File: config.mk
export PLATFORM = sky130hd
export DESIGN_NAME = audio_frame_tx
export DESIGN_NICKNAME = d
export VERILOG_FILES = /design/src/rtl/aft_pkg.sv /design/src/rtl/aft_clkgen.sv /design/src/rtl/aft_holding.sv /design/src/rtl/aft_framer.sv /design/src/rtl/audio_frame_tx.sv
export SDC_FILE = /design/constraint.sdc
export NUM_CORES = 1
export LEC_CHECK = 0
export ABC_AREA = 1
export BUFFER_PORTS_ARGS = -buffer_cell sky130_fd_sc_hd__buf_2
export CAP_MARGIN = 15
export CORE_AREA = 2 2 119 121
export CTS_CLUSTER_DIAMETER = 200
export CTS_CLUSTER_SIZE = 20
export DETAILED_ROUTE_END_ITERATION = 10
export DIE_AREA = 0 0 121 123
export GPL_TIMING_DRIVEN = 0
export PLACE_DENSITY = 0.72
export SYNTH_ARGS = -nofsm -noshare
export SYNTH_HDL_FRONTEND = slang
export SYNTH_SLANG_ARGS = --single-unit
File: constraint.sdc
create_clock -name clk -period 9.2 [get_ports clk]
set_input_delay 1.38 -clock clk [delete_from_list [all_inputs] [get_ports clk]]
set_output_delay 1.38 -clock clk [all_outputs]
set_load 0.05 [all_outputs]
File: src/rtl/aft_pkg.sv
package aft_pkg;

    localparam int MAX_W  = 32;
    localparam int MIN_W  = 8;
    localparam int LEN_W  = 6;

    typedef enum logic {
        CH_LEFT  = 1'b0,
        CH_RIGHT = 1'b1
    } chan_e;

    typedef struct packed {
        logic             lj;
        logic             mono;
        logic [LEN_W-1:0] len;
    } frame_cfg_t;

    typedef struct packed {
        logic rise;
        logic fall;
    } sck_evt_t;

    function automatic logic [LEN_W-1:0] clamp_len(input logic [LEN_W-1:0] raw);
        if (raw < LEN_W'(MIN_W))
            return LEN_W'(MIN_W);
        else if (raw > LEN_W'(MAX_W))
            return LEN_W'(MAX_W);
        else
            return raw;
    endfunction

endpackage

File: src/rtl/aft_clkgen.sv
module aft_clkgen
    import aft_pkg::*;
#(
    parameter int DIV_W = 8
) (
    input  logic             clk,
    input  logic             rst,
    input  logic [DIV_W-1:0] div,
    output logic             sck,
    output sck_evt_t         evt
);

    logic [DIV_W-1:0] cnt_q;
    logic             sck_q;
    logic             wrap;

    assign wrap = (cnt_q == div);

    always_ff @(posedge clk) begin
        if (rst) begin
            cnt_q <= '0;
            sck_q <= 1'b0;
        end else if (wrap) begin
            cnt_q <= '0;
            sck_q <= ~sck_q;
        end else begin
            cnt_q <= cnt_q + 1'b1;
        end
    end

    assign sck      = sck_q;
    assign evt.rise = wrap & ~sck_q;
    assign evt.fall = wrap &  sck_q;

    AST_SCK_STEADY: assert property (@(posedge clk) disable iff (rst)
        (cnt_q != div) |=> $stable(sck_q));

endmodule

File: src/rtl/aft_holding.sv
module aft_holding #(
    parameter int W = 32
) (
    input  logic         clk,
    input  logic         rst,
    input  logic         en,
    input  logic [W-1:0] in_data,
    input  logic         in_valid,
    output logic         in_ready,
    input  logic         take,
    output logic [W-1:0] out_data,
    output logic         out_full
);

    logic [W-1:0] data_q;
    logic         full_q;
    logic         accept;

    assign in_ready = en & ~full_q;
    assign accept   = in_valid & in_ready;

    always_ff @(posedge clk) begin
        if (rst) begin
            data_q <= '0;
            full_q <= 1'b0;
        end else if (accept) begin
            data_q <= in_data;
            full_q <= 1'b1;
        end else if (take) begin
            full_q <= 1'b0;
        end
    end

    assign out_data = data_q;
    assign out_full = full_q;

    AST_HOLD_KEPT: assert property (@(posedge clk) disable iff (rst)
        (full_q && !take) |=> ($stable(data_q) && full_q));

endmodule

File: src/rtl/aft_framer.sv
module aft_framer
    import aft_pkg::*;
#(
    parameter int W  = MAX_W,
    parameter int IW = LEN_W
) (
    input  logic         clk,
    input  logic         rst,
    input  frame_cfg_t   cfg,
    input  logic         fall,
    input  logic [W-1:0] word_l,
    input  logic [W-1:0] word_r,
    input  logic         full_l,
    input  logic         full_r,
    output logic         take_l,
    output logic         take_r,
    output logic         ws,
    output logic         sd,
    output logic         underflow
);

    localparam int PW = $clog2(W);

    logic [IW-1:0] len;
    logic [IW-1:0] bit_q, bit_n, pos;
    logic          slot_end;
    chan_e         chan_q, chan_n;
    logic [W-1:0]  shreg_q, word_n;
    logic          src_full;
    logic          lj_bit;
    logic          prev_q, ws_q, sd_q, uf_q;

    assign len      = clamp_len(cfg.len);
    assign slot_end = (bit_q >= len - 1'b1);

    always_comb begin
        bit_n    = slot_end ? '0 : bit_q + 1'b1;
        chan_n   = chan_q;
        word_n   = shreg_q;
        src_full = 1'b1;
        if (slot_end) begin
            chan_n = cfg.mono ? CH_LEFT : chan_e'(~chan_q);
            if (chan_n == CH_LEFT) begin
                word_n   = word_l;
                src_full = full_l;
            end else begin
                word_n   = word_r;
                src_full = full_r;
            end
        end
        pos    = len - 1'b1 - bit_n;
        lj_bit = word_n[pos[PW-1:0]];
    end

    assign take_l = fall & slot_end & (chan_n == CH_LEFT);
    assign take_r = fall & slot_end & (chan_n == CH_RIGHT);

    always_ff @(posedge clk) begin
        if (rst) begin
            bit_q   <= '1;
            chan_q  <= CH_RIGHT;
            shreg_q <= '0;
            prev_q  <= 1'b0;
            ws_q    <= 1'b0;
            sd_q    <= 1'b0;
            uf_q    <= 1'b0;
        end else if (fall) begin
            bit_q   <= bit_n;
            chan_q  <= chan_n;
            shreg_q <= word_n;
            prev_q  <= lj_bit;
            sd_q    <= cfg.lj ? lj_bit : prev_q;
            ws_q    <= cfg.mono ? (bit_n == '0) : (chan_n == CH_RIGHT);
            if (slot_end && !src_full)
                uf_q <= 1'b1;
        end
    end

    assign ws        = ws_q;
    assign sd        = sd_q;
    assign underflow = uf_q;

    AST_SD_ON_FALL: assert property (@(posedge clk) disable iff (rst)
        !fall |=> $stable(sd_q));
    AST_WS_ON_FALL: assert property (@(posedge clk) disable iff (rst)
        !fall |=> $stable(ws_q));
    AST_MONO_PULSE: assert property (@(posedge clk) disable iff (rst)
        (cfg.mono && fall && ws_q) |=> !ws_q);
    AST_UNDERFLOW_STICKY: assert property (@(posedge clk) disable iff (rst)
        uf_q |=> uf_q);
    AST_SINGLE_TAKE: assert property (@(posedge clk) disable iff (rst)
        !(take_l && take_r));

endmodule

File: src/rtl/audio_frame_tx.sv
module audio_frame_tx
    import aft_pkg::*;
#(
    parameter int SW    = MAX_W,
    parameter int DIV_W = 8
) (
    input  logic             clk,
    input  logic             rst,
    input  logic [5:0]       cfg_word_len,
    input  logic             cfg_left_just,
    input  logic             cfg_mono,
    input  logic [DIV_W-1:0] cfg_div,
    input  logic [SW-1:0]    l_data,
    input  logic             l_valid,
    output logic             l_ready,
    input  logic [SW-1:0]    r_data,
    input  logic             r_valid,
    output logic             r_ready,
    output logic             sck,
    output logic             ws,
    output logic             sd,
    output logic             underflow
);

    localparam int NCH = 2;

    frame_cfg_t       cfg;
    sck_evt_t         evt;
    logic [SW-1:0]    in_data  [NCH];
    logic [SW-1:0]    hold_dat [NCH];
    logic [NCH-1:0]   in_valid, in_ready, hold_full, take, ch_en;

    assign cfg.lj   = cfg_left_just;
    assign cfg.mono = cfg_mono;
    assign cfg.len  = cfg_word_len;

    assign in_data[0] = l_data;
    assign in_data[1] = r_data;
    assign in_valid   = {r_valid, l_valid};
    assign ch_en      = {~cfg_mono, 1'b1};
    assign l_ready    = in_ready[0];
    assign r_ready    = in_ready[1];

    aft_clkgen #(.DIV_W(DIV_W)) u_clkgen (
        .clk (clk),
        .rst (rst),
        .div (cfg_div),
        .sck (sck),
        .evt (evt)
    );

    for (genvar ch = 0; ch < NCH; ch++) begin : g_hold
        aft_holding #(.W(SW)) u_hold (
            .clk      (clk),
            .rst      (rst),
            .en       (ch_en[ch]),
            .in_data  (in_data[ch]),
            .in_valid (in_valid[ch]),
            .in_ready (in_ready[ch]),
            .take     (take[ch]),
            .out_data (hold_dat[ch]),
            .out_full (hold_full[ch])
        );
    end

    aft_framer #(.W(SW), .IW(LEN_W)) u_framer (
        .clk       (clk),
        .rst       (rst),
        .cfg       (cfg),
        .fall      (evt.fall),
        .word_l    (hold_dat[0]),
        .word_r    (hold_dat[1]),
        .full_l    (hold_full[0]),
        .full_r    (hold_full[1]),
        .take_l    (take[0]),
        .take_r    (take[1]),
        .ws        (ws),
        .sd        (sd),
        .underflow (underflow)
    );

endmodule

### Word-level counts from Yosys, hierarchy flattened

Cells that the tools add are included.

* bits in registers: 118
* input bits: 84
* output and inout port bits: 6
* word-level logic and storage cells: 59

* $add $sub $neg: 4
* magnitude comparators: 4
* eq/ne operators: 1
* mux-type cells: 17
* bitwise operators: 13
* reduce and logical (&&, ||, !) cells: 7

Operators by type and width (number)
* 32-bit two-way mux: 2
* 6-bit two-way mux: 3
* 1-bit two-way mux: 11
* 8-bit by 1-bit adder with 8-bit output, second input constant: 1
* 8-bit equality test: 1
* 1-bit AND: 7
* 6-bit by 1-bit adder with 6-bit output, second input constant: 1
* 6-bit greater-or-equal comparator: 1
* 6-bit > comparator, second input constant: 1
* 6-bit logical NOT: 1
* 5-bit by 6-bit < comparator with 1-bit output, second input constant: 1
* 6-bit by 4-bit < comparator with 1-bit output, second input constant: 1
* 1-bit NOT: 6
* 6-bit by 1-bit subtractor with 6-bit output, second input constant: 1
* 1-bit binary-select mux with 5-bit select: 1
* 5-bit subtractor: 1
* 2-bit nonzero test: 2
* 2-bit AND reduction: 1
* 2-bit OR reduction: 1
* 1-bit logical AND: 1
* 1-bit logical NOT: 1

### Depth between registers and ports, before layout

* depth after elaboration: 10
* depth in mapped cells: 26
* gate-level depth less buffers: 25

### Hierarchy

Synthesis repeated with hierarchy kept, for this count alone.

* cells, all modules: 994
* area, all modules: 6467.5 sq um

By module, submodules not included
* aft_framer: instances 1, cells an instance 503, area each 3204.3 sq um, sequential area each 860.8 sq um
* aft_holding: instances 2, cells an instance 210, area each 1376.3 sq um, sequential area each 660.6 sq um
* aft_clkgen: instances 1, cells an instance 69, area each 503.0 sq um, sequential area each 180.2 sq um
* audio_frame_tx: instances 1, cells an instance 2, area each 7.5 sq um, sequential area each 0.0 sq um

### Worst setup path before layout

No wires, ideal clock.

* kind: input -> register
* from: input port cfg_word_len[4]
* to: register u_framer.sd_q (netlist: u_framer.sd)
* setup time: 0.113 ns
* arrival: 4.590 ns
* data required time: 9.087 ns
* slack: 4.497 ns
* cell stages on the path: 26
* path buffers: 1
* cells stage by stage: nor2_1 > inv_1 > nand3_1 > ha_1 > nand3_1 > xor2_1 > ha_1 > nand2_1 > inv_2 > a21oi_4 > nand2_2 > buf_4 > nor2_1 > ha_1 > inv_1 > fa_1 > xor2_1 > inv_1 > nand3_1 > nand3_1 > nand3_1 > nand3_1 > nand2_1 > nand2_1 > nand2_1 > nand2_1

* word-level cells in the longest chain between the ends: 10
* elaborated cells on any way between the ends: 12
* classes of those cells: add/sub (2); order compare (3); mux (7)

RTL lines
* start: declaration: RTL line audio_frame_tx.sv:9 `input logic [5:0] cfg_word_len,`
* 6-bit > comparator: RTL line aft_pkg.sv:26 `else if (raw > LEN_W'(MAX_W))`
* 6-bit two-way mux: RTL line aft_pkg.sv:26
* 6-bit two-way mux *: RTL line aft_pkg.sv:24 `if (raw < LEN_W'(MIN_W))`
* 6-bit by 1-bit subtractor with 6-bit output *: RTL line aft_framer.sv:34 `assign slot_end = (bit_q >= len - 1'b1);`
* 6-bit greater-or-equal comparator *: RTL line aft_framer.sv:34
* 6-bit two-way mux *: RTL line aft_framer.sv:37 `bit_n = slot_end ? '0 : bit_q + 1'b1;`
* named net u_framer.bit_n[0]: RTL line aft_framer.sv:25 `logic [IW-1:0] bit_q, bit_n, pos;`
* 5-bit subtractor *: RTL line aft_framer.sv:51 `pos = len - 1'b1 - bit_n;`
* 1-bit binary-select mux with 5-bit select *: RTL line aft_framer.sv:52 `lj_bit = word_n[pos[PW-1:0]];`
* 1-bit two-way mux (implied by the code) *: RTL line aft_framer.sv:52
* 1-bit two-way mux *: RTL line aft_framer.sv:72 `sd_q <= cfg.lj ? lj_bit : prev_q;`
* end signal: assignment: RTL line aft_framer.sv:72
* end: declaration: RTL line aft_framer.sv:31 `logic prev_q, ws_q, sd_q, uf_q;`

The timed path passes the listed nets; every way through them passes the cells marked *. The select of a mux whose other input is x is not followed.
A chain may end at the register's enable or synchronous reset.

### Worst setup path in the final report

* from: input port cfg_word_len[5]
* to: register u_framer.sd_q (netlist: u_framer.sd)

Same word-level chain as after synthesis.

==> results by group <==
Synth
  – Async SR Flop Fraction: 0
  – Unique masters post-synth: 37
  – Mapped Area: 0.00588 mm2
  – Syn nets: 943
  – Predominant post-synthesis flop cell: dfxtp_1
  – Top post-synthesis cells by area: dfxtp_1 (40%), nand3_1 (8.9%), o21ai_0 (7.9%)
  – Warning count from the yosys run: 0
  – Synth area leader: dfxtp_1
  – Share of the synthesized area in the top cell type: 0.402
  – EDFF count, synth: 0
  – Register bit total from synthesis: 118
  – Sequential share of the synthesized area: 0.402
  – Post-Syn Instances: 845
  – Synth Area per Inst: 6.96 um2

Clock tree
  – Max clock buf depth: 2
  – Post-CTS setup buffers: 0
  – CTS Hold Bufs: 0
  – Worst-path clk slew: approximately 0.060 ns
  – H-tree depth: 4
  – CTS Root Cell: clkbuf_16
  – CTS tree: done
  – Later-pin clock latency in the skew report: 0.43 ns
  – Post-CTS Resized: 0
  – TritonCTS buffer count: 17
  – Clock Sink Count: about 120

Worst setup path
  – Most frequent CP cell: nand3_1
  – Setup CP Type: input port to register
  – CP Max Fanout: 10
  – Worst reg2reg path endpoint: u_framer.sd
  – Critical Path AT: ~5.6 ns
  – Reg2reg path depth: 23
  – R2r setup slk: between 5 and 6 ns
  – Slowest CP cell: xor2_1
  – Worst Setup End Kind: register
  – CP required: roughly 9.5 ns
  – Setup crit end: u_framer.sd
  – Crit start category: input port
  – R2r startpoint: u_framer.bit_q[0]
  – Worst Setup SP: cfg_word_len[5]
  – Worst stage delay on the critical path: 0.44 ns

Timing
  – Crit path setup slack, layout: 3.97 ns
  – WHS: about 0.45 ns
  – Fin crit period: approximately 5.2 ns
  – Period utilization: 0.569
  – Worst-Margin Slew: roughly 0.63 ns
  – Max_slew headroom: 0.580
  – Clock skew: about 0.0073 ns
  – Final Max Slew Viols: 0
  – Setup TNS: 0 ns
  – RSZ-0062 raised after global routing: false
  – Setup violators final: 0
  – Final hold viol count: 0
  – Fmax: 191 MHz

Place
  – Pre-CTS setup slack: about 3.6 ns
  – Port Buf Inserts: between 80 and 90
  – Placed insts: about 1100
  – Cell Area, Placed: between 0.006 and 0.007 mm2
  – Hpwl dp: 12100 um
  – RD Place Congestion: 0.924

Cells and area
  – Final Core Density: 0.528
  – Nets: 1050
  – Diode count: 0
  – Most common cell after layout, fill and taps aside: nor2_1
  – Share of cells above drive strength 1: 0.163
  – Design area: approximately 0.007 mm2
  – Non-Filler Instances: roughly 1100
  – Layout area overhead: 22.3%
  – Commonest non-fill, non-tap cells in the layout: nor2_1 (121), dfxtp_1 (118), nand2_1 (109)

Floorplanning
  – Starting Density: 0.432
  – Die ar.: 0.0149 mm2
  – # rows: 43
  – Core Footprint: roughly 0.014 mm2
  – Die Wd: 121 um
  – # IOs: 90
  – Die H: ~120 um

GRT
  – Global-route wire length before repair: roughly 26000 um
  – Antenna violations before repair: 0
  – Pin count of the biggest net entering global routing: 17
  – Vias in the first global route: 5423
  – Remaining global-route overflow: 0
  – Total global-route track usage: 0.228

Detailed routing
  – Routed len/inst: 14.0 um
  – Vias: 5794
  – DR DRC count: 0
  – Pre-Repair DR Iteration Count: 7
  – Post-route ant nets: 0
  – Vias/cell: about 5
  – DRT iter0 DRCs: approximately 400
  – Final WL: 16000 um

Min path
  – Hold Path Class: register to register

Power and ir drop
  – Total power draw: between 1 and 1.5 mW
  – IR drop worst, VDD: roughly 120 uV
  – Power per Cell Area: roughly 200 mW/mm2
  – Leakage power: 3.12 nW

Outcome
  – Status: completed

Job
  – Max-Cap Viols: 0
[worst max-delay path: cells and delay by family]
| family | cells | cell delay [ns] |
|---|---|---|
| buf+inv | 6 | 0.76 |
| xor+xnor | 2 | 0.74 |
| fa+ha+maj | 4 | 1.12 |
| compound gates | 1 | 0.20 |
| simple gates | 13 | 1.33 |
[worst min path at each step]
stage                                  start                             to  slack, ns  cells after the start
5_1_grt                  u_framer.shreg_q[1]            u_framer.shreg_q[1]       0.46                      2
6_report       g_hold[0].u_hold.out_data[28]  g_hold[0].u_hold.out_data[28]       0.45                      2
3_3_place_gp             u_framer.shreg_q[0]            u_framer.shreg_q[0]       0.43                      2
2_1_floorplan            u_framer.shreg_q[0]            u_framer.shreg_q[0]       0.42                      2
4_1_cts                  u_framer.shreg_q[1]            u_framer.shreg_q[1]       0.45                      2
3_5_place_dp             u_framer.shreg_q[1]            u_framer.shreg_q[1]       0.44                      2
[layer usage]
layer  global-route usage  vias to the layer above  wire length, um
met5                    0                        -                0
met1                0.295                     2600             7650
met3               0.0604                       29              924
met4               0.0756                        0              303
met2                0.371                      188             7150
li1                     -                     2977                -
[registers in the layout, indices dropped and copies added, names as in the netlist]
| register | count |
|---|---|
| g_hold.u_hold.out_full | 2 |
| u_framer.shreg_q | 32 |
| u_framer.sd | 1 |
| u_framer.prev_q | 1 |
| u_framer.chan_q | 1 |
| g_hold.u_hold.out_data | 64 |
| u_clkgen.cnt_q | 8 |
| u_clkgen.sck | 1 |
| u_framer.bit_q | 6 |
| u_framer.ws | 1 |
| u_framer.underflow | 1 |
[cells by family after synthesis]
family / Yosys count / share of synthesized area
AO/OA/AOI/OAI: 184 / 0.175
AND/OR/NAND/NOR: 355 / 0.260
adder cells (fa/ha/maj): 14 / 0.0311
buffers and inverters: 160 / 0.112
XOR/XNOR: 13 / 0.0194
flip-flops: 118 / 0.402
other: 1 / 0.000638
[power breakdown]
part | total (mW) | switching, mW | internal, mW
sequential | 0.543 | 0.00903 | 0.534
clock | 0.724 | 0.254 | 0.470
combinational | 0.184 | 0.118 | 0.0660
[final cells by class]
class | instances | area, um2
repair buffers | 88 | 440
inverters | 111 | 419
plain buffers | 49 | 239
fillers | 1390 | 6420
clock inverters | 13 | 191
clock buffers | 19 | 453
multi-input cells | 567 | 2860
flip-flops and latches | 118 | 2360
well taps | 180 | 225
[cell usage after synthesis (4+ instances only)]
library cell	n
nor2_1	121
dfxtp_1	118
nand2_1	109
inv_1	106
nand3_1	104
o21ai_0	93
a21oi_1	43
a211oi_1	28
clkbuf_1	24
buf_2	17
ha_1	13
xor2_1	10
o21ai_1	9
a22oi_1	5
buf_4	5
inv_2	4
nor3_1	4
No activity file was read; power rests on OpenSTA's default activity.
